--- config.mk ---
export PLATFORM = sky130hd
export DESIGN_NAME = snand_init_seq
export DESIGN_NICKNAME = d
export VERILOG_FILES = /design/src/rtl/snand_init_pkg.sv /design/src/rtl/snand_id_match.sv /design/src/rtl/snand_poll_limit.sv /design/src/rtl/snand_init_seq.sv
export SDC_FILE = /design/constraint.sdc
export NUM_CORES = 1
export LEC_CHECK = 0
export ABC_CLOCK_PERIOD_IN_PS = 5600
export BUFFER_PORTS_ARGS = -buffer_cell sky130_fd_sc_hd__buf_2
export CAP_MARGIN = 10
export CORE_MARGIN = 1.5
export CORE_UTILIZATION = 30
export DETAILED_ROUTE_END_ITERATION = 8
export GPL_ROUTABILITY_DRIVEN = 0
export SETUP_SLACK_MARGIN = 0.05
export SKIP_CTS_REPAIR_TIMING = 1
export SYNTH_ARGS = -nofsm -noshare
export SYNTH_HDL_FRONTEND = slang
export SYNTH_HIERARCHICAL = 1
export SYNTH_SLANG_ARGS = --single-unit
--- constraint.sdc ---
create_clock -name clk -period 5.6 [get_ports clk]
set_clock_uncertainty 0.1 [all_clocks]
set_input_delay 1.12 -clock clk [delete_from_list [all_inputs] [get_ports clk]]
set_output_delay 1.12 -clock clk [all_outputs]
set_load 0.02 [all_outputs]
--- src/rtl/snand_init_pkg.sv ---
package snand_init_pkg;

    typedef struct packed {
        logic [23:0] id;
        logic [15:0] page_bytes;
        logic [7:0]  spare_bytes;
        logic [15:0] blk_pages;
        logic        multi_die;
    } part_t;

    localparam int PART_COUNT = 3;

    localparam logic [7:0] OP_RESET  = 8'hFF;
    localparam logic [7:0] OP_IDRD   = 8'h9F;
    localparam logic [7:0] OP_SRRD_A = 8'h05;
    localparam logic [7:0] OP_SRRD_B = 8'h0F;
    localparam logic [7:0] OP_SRWR   = 8'h01;
    localparam logic [7:0] OP_DIESEL = 8'hC2;
    localparam logic [7:0] AD_REG1   = 8'hA0;
    localparam logic [7:0] AD_REG2   = 8'hB0;
    localparam logic [7:0] AD_REG3   = 8'hC0;
    localparam logic [7:0] VENDOR_OK = 8'hEF;

    function automatic part_t part_entry(input int i);
        part_t p;
        case (i)
            0:       p = '{24'hEFAA21, 16'd2048, 8'd64,  16'd64, 1'b0};
            1:       p = '{24'hEFAB21, 16'd2048, 8'd64,  16'd64, 1'b1};
            default: p = '{24'h2C242C, 16'd2048, 8'd128, 16'd64, 1'b0};
        endcase
        return p;
    endfunction

    typedef enum logic [3:0] {
        S_IDLE, S_RESET, S_POLL, S_ID, S_MATCH, S_RD, S_WR,
        S_ECC_RB, S_DIE, S_DONE, S_FAIL
    } seq_state_t;

endpackage

--- src/rtl/snand_id_match.sv ---
module snand_id_match
    import snand_init_pkg::*;
#(
    parameter int N     = PART_COUNT,
    parameter int IDX_W = (N > 1) ? $clog2(N) : 1
) (
    input  logic [23:0]      id,
    output logic             hit,
    output logic [IDX_W-1:0] idx,
    output part_t            entry
);
    logic [N-1:0] hit_vec;

    for (genvar g = 0; g < N; g++) begin : g_cmp
        assign hit_vec[g] = (id == part_entry(g).id);
    end

    always_comb begin
        hit   = 1'b0;
        idx   = '0;
        entry = part_entry(0);
        for (int i = N - 1; i >= 0; i--) begin
            if (hit_vec[i]) begin
                hit   = 1'b1;
                idx   = IDX_W'(i);
                entry = part_entry(i);
            end
        end
    end
endmodule

--- src/rtl/snand_poll_limit.sv ---
module snand_poll_limit #(
    parameter int POLL_MAX = 16,
    localparam int CW = $clog2(POLL_MAX + 1)
) (
    input  logic clk,
    input  logic rst_n,
    input  logic clear,
    input  logic busy_seen,
    output logic last_try
);
    logic [CW-1:0] cnt;

    always_ff @(posedge clk) begin
        if (!rst_n || clear) cnt <= '0;
        else if (busy_seen)  cnt <= cnt + 1'b1;
    end

    assign last_try = (cnt >= CW'(POLL_MAX - 1));
endmodule

--- src/rtl/snand_init_seq.sv ---
module snand_init_seq
    import snand_init_pkg::*;
#(
    parameter int N          = PART_COUNT,
    parameter int POLL_MAX   = 16,
    parameter logic [7:0] DIE_NUM = 8'h01,
    localparam int IDX_W     = (N > 1) ? $clog2(N) : 1
) (
    input  logic             clk,
    input  logic             rst_n,
    input  logic             start,
    output logic             cmd_valid,
    output logic [31:0]      cmd_bytes,
    output logic [2:0]       cmd_ntx,
    output logic [2:0]       cmd_nrx,
    input  logic             rsp_valid,
    input  logic [31:0]      rsp_data,
    input  logic             rsp_err,
    output logic             done,
    output logic             error,
    output logic [IDX_W-1:0] id_index,
    output logic [15:0]      part_page,
    output logic [7:0]       part_spare,
    output logic [15:0]      part_blk
);
    seq_state_t       state, nxt;
    logic [1:0]       step;
    logic             post_reset;
    logic [7:0]       sr_val;
    logic [23:0]      id_q;
    logic [IDX_W-1:0] idx_q;
    part_t            part_q;

    logic             m_hit;
    logic [IDX_W-1:0] m_idx;
    part_t            m_entry;
    logic             last_try;
    logic             busy_rsp;
    logic [7:0]       step_addr, step_rdop, step_wval;

    snand_id_match #(.N(N), .IDX_W(IDX_W)) u_match (
        .id(id_q), .hit(m_hit), .idx(m_idx), .entry(m_entry)
    );

    assign busy_rsp = (state == S_POLL) && rsp_valid && !rsp_err && rsp_data[0];

    snand_poll_limit #(.POLL_MAX(POLL_MAX)) u_poll (
        .clk(clk), .rst_n(rst_n), .clear(state != S_POLL),
        .busy_seen(busy_rsp), .last_try(last_try)
    );

    // per-step register selection and modification
    always_comb begin
        unique case (step)
            2'd1: begin step_addr = AD_REG2; step_rdop = OP_SRRD_B; step_wval = sr_val | 8'h08; end
            2'd2: begin step_addr = AD_REG2; step_rdop = OP_SRRD_B; step_wval = sr_val | 8'h10; end
            default: begin step_addr = AD_REG1; step_rdop = OP_SRRD_A; step_wval = sr_val & 8'h83; end
        endcase
    end

    // next state
    always_comb begin
        nxt = state;
        unique case (state)
            S_IDLE:   if (start) nxt = S_RESET;
            S_RESET:  if (rsp_valid) nxt = rsp_err ? S_FAIL : S_POLL;
            S_POLL: begin
                if (rsp_valid) begin
                    if (rsp_err)               nxt = S_FAIL;
                    else if (rsp_data[0])      nxt = last_try ? S_FAIL : S_POLL;
                    else if (post_reset)       nxt = S_ID;
                    else if (step == 2'd2)     nxt = S_ECC_RB;
                    else if (step == 2'd3)     nxt = S_DONE;
                    else                       nxt = S_RD;
                end
            end
            S_ID:     if (rsp_valid) nxt = rsp_err ? S_FAIL : S_MATCH;
            S_MATCH:  nxt = (m_hit && m_entry.id[23:16] == VENDOR_OK) ? S_RD : S_FAIL;
            S_RD:     if (rsp_valid) nxt = rsp_err ? S_FAIL : S_WR;
            S_WR:     if (rsp_valid) nxt = rsp_err ? S_FAIL : S_POLL;
            S_ECC_RB: begin
                if (rsp_valid) begin
                    if (rsp_err || !rsp_data[4]) nxt = S_FAIL;
                    else if (part_q.multi_die)   nxt = S_DIE;
                    else                         nxt = S_DONE;
                end
            end
            S_DIE:    if (rsp_valid) nxt = rsp_err ? S_FAIL : S_RD;
            S_DONE:   nxt = S_DONE;
            S_FAIL:   nxt = S_FAIL;
            default:  nxt = S_FAIL;
        endcase
    end

    // state and data registers
    always_ff @(posedge clk) begin
        if (!rst_n) begin
            state      <= S_IDLE;
            step       <= 2'd0;
            post_reset <= 1'b1;
            sr_val     <= '0;
            id_q       <= '0;
            idx_q      <= '0;
            part_q     <= '0;
        end else begin
            state <= nxt;
            if (state == S_ID && rsp_valid)  id_q <= rsp_data[31:8];
            if (state == S_MATCH) begin
                idx_q  <= m_idx;
                part_q <= m_entry;
            end
            if (state == S_RD && rsp_valid)  sr_val <= rsp_data[7:0];
            if (state == S_WR && rsp_valid)  post_reset <= 1'b0;
            if (state == S_POLL && nxt == S_RD && !post_reset) step <= step + 2'd1;
            if (state == S_DIE && rsp_valid) step <= 2'd3;
        end
    end

    // outputs
    always_comb begin
        cmd_valid = 1'b1;
        cmd_bytes = '0;
        cmd_ntx   = 3'd0;
        cmd_nrx   = 3'd0;
        unique case (state)
            S_RESET:  begin cmd_bytes = {OP_RESET, 24'h0};             cmd_ntx = 3'd1; end
            S_POLL:   begin cmd_bytes = {OP_SRRD_B, AD_REG3, 16'h0};   cmd_ntx = 3'd2; cmd_nrx = 3'd1; end
            S_ID:     begin cmd_bytes = {OP_IDRD, 24'h0};              cmd_ntx = 3'd1; cmd_nrx = 3'd4; end
            S_RD:     begin cmd_bytes = {step_rdop, step_addr, 16'h0}; cmd_ntx = 3'd2; cmd_nrx = 3'd1; end
            S_WR:     begin cmd_bytes = {OP_SRWR, step_addr, step_wval, 8'h0}; cmd_ntx = 3'd3; end
            S_ECC_RB: begin cmd_bytes = {OP_SRRD_B, AD_REG2, 16'h0};   cmd_ntx = 3'd2; cmd_nrx = 3'd1; end
            S_DIE:    begin cmd_bytes = {OP_DIESEL, DIE_NUM, 16'h0};   cmd_ntx = 3'd2; end
            default:  cmd_valid = 1'b0;
        endcase
        done       = (state == S_DONE);
        error      = (state == S_FAIL);
        id_index   = idx_q;
        part_page  = part_q.page_bytes;
        part_spare = part_q.spare_bytes;
        part_blk   = part_q.blk_pages;
    end
endmodule

==> results_dict.tcl <==
set metrics [dict create \
    grt_pass1_vias 3244 \
    min_path_type "reg2reg" \
    dieArea_um2 16000 \
    fillers 1574 \
    grt_max_degree 80 \
    min_from "part_blk[14]$_SDFFE_PN0N_" \
    max_stage_delay_ns 0.66 \
    worstSetupPathType "reg2out" \
    worstPathMaxFanout 17 \
    drv_slew 0 \
    setup.worst_path.start "state[2]$_SDFF_PN0_" \
    regArea_um2 1740 \
    fmax_mhz 277 \
    period_minus_slack_ns 3.62 \
    maxCapViolations 0 \
    gr-usage-all-layers 0.132 \
    cpMaxStageDelayCell "dfxtp_1" \
    io_buffers 106 \
    yosysWarningCount 6 \
    overflow 0 \
    syn_area_per_cell_um2 7.61 \
    core_area_um2 14700 \
    setup_viol 0 \
    vias 3611 \
    grt_pass1_wl_mm 16.7 \
    postSynthCellCount 600 \
    antenna_cells 0 \
    path_cells "nor2b_1, nand2_1, nor3_1, and2_1, buf_2" \
    reg2reg_from "state[2]$_SDFF_PN0_" \
    fin_nets 686 \
    power_density_nw_per_um2 367 \
    antenna_found_initial 0 \
    tightestPinTransition_ns 0.896 \
    clk_pin_slew_ns 0.06 \
    relSlewSlack 0.401 \
    clkSinkCount 87 \
    vdd_ir_drop_max_v 0.000176 \
    worstSetupStartpointType "flop" \
    syn2layout_area_growth_pct 9.86 \
    die_h_um 126 \
    drt-total-wl_mm 10.2 \
    die_width_um 126 \
    vias_per_cell 4.34 \
    io_pins 120 \
    arrival_ns 2.40 \
    clockRootBuffer "clkbuf_16" \
    cp-end-kind "output pin" \
    cts_tree "built" \
    multi_input_comb_area_um2 2120 \
    dp_hpwl_mm 6.81 \
    first_pass_iters 4 \
    finalCritPeriodShare 0.646 \
    clk_latency_ns 0.34 \
    hold_viol_final 0 \
    drc 0 \
    wl_per_cell_um 12.2 \
    drive_above_1_share 0.213 \
    required_ns 4.38 \
    setup_tns_ns 0 \
    rsz0062_at_grt "no" \
    htreeDepth 3 \
    outcome "complete, no violations" \
    cts.path.max_buffers 2 \
    start_util 0.311 \
    rows 44 \
    syn_area_um2 4570 \
    antenna_left 0 \
    finish.utilization 0.341 \
    drt_iter0_drc 273 \
    cts_buffers 9 \
    p_leak_nw 2.21 \
]
-- final cells by class --
| cell class | instances | share of cell area |
|---|---|---|
| well taps | 184 | 0.0459 |
| repair buffers | 109 | 0.110 |
| flip-flops and latches | 87 | 0.347 |
| clock buffers | 13 | 0.0519 |
| inverters | 14 | 0.0105 |
| multi-input cells | 422 | 0.422 |
| clock inverters | 3 | 0.0130 |
-- per-stage QoR --
step	setup WS, ns	std cells	power, W	hold WS [ns]	area, um^2
after floorplan	2.45	652	0.00107	0.331	4760
after global placement	2.47	816	0.00120	0.340	4690
after detailed placement	2.38	816	0.00119	0.344	4690
after CTS	1.98	832	0.00187	0.352	5020
after global routing	1.81	832	0.00195	0.369	5020
final	1.98	832	0.00184	0.349	5020
-- layer usage --
metal / track usage / vias up / wire, um
met4: 0.0426 / 0 / 123
met1: 0.170 / 1596 / 4920
met2: 0.208 / 96 / 4490
met3: 0.0443 / 10 / 618
li1: - / 1909 / -
met5: 0 / - / 0
-- cell usage in the layout, fill, tap and decap left out, types with 4 or more instances in the layout --
| cell type | count |
|---|---|
| nand2_1 | 153 |
| buf_2 | 106 |
| dfxtp_1 | 87 |
| a21oi_1 | 74 |
| conb_1 | 55 |
| nor2_1 | 27 |
| inv_1 | 13 |
| o21ai_0 | 10 |
| mux2i_1 | 9 |
| clkbuf_16 | 9 |
| nand2b_1 | 7 |
| and3_1 | 6 |
| nand3_1 | 6 |
| ha_1 | 6 |
| nor3_1 | 4 |
| o21a_1 | 4 |
| a31oi_1 | 4 |
-- worst max-delay path, delay by kind of cell, from the launching register on --
kind | cells | cell delay, ns
DFF | 1 | 0.66
and+or+nand+nor | 4 | 1.24
buffers and inverters | 1 | 0.16
-- flip-flops by register name, indices dropped and copies added (netlist names) --
register    count
id_q           24
part_blk       16
part_page      16
part_spare      8
sr_val          8
u_poll/cnt      5
state           4
id_index        2
step            2
part_q          1
post_reset      1
-- report_power, final --
part | total, W | internal [W] | switching [W]
Combinational | 0.000483 | 0.000160 | 0.000323
Sequential | 0.000697 | 0.000645 | 0.0000524
Clock | 0.000664 | 0.000415 | 0.000248
-- final timing paths --
check,end,slack [ns],cells past startpoint
max,cmd_bytes[13],1.98,5
min,part_blk[14]$_SDFFE_PN0N_,0.35,2
max reg2reg,state[2]$_SDFF_PN0_,2.93,4
min reg2reg,part_blk[14]$_SDFFE_PN0N_,0.35,2
Power figures use the tool's default switching activity.
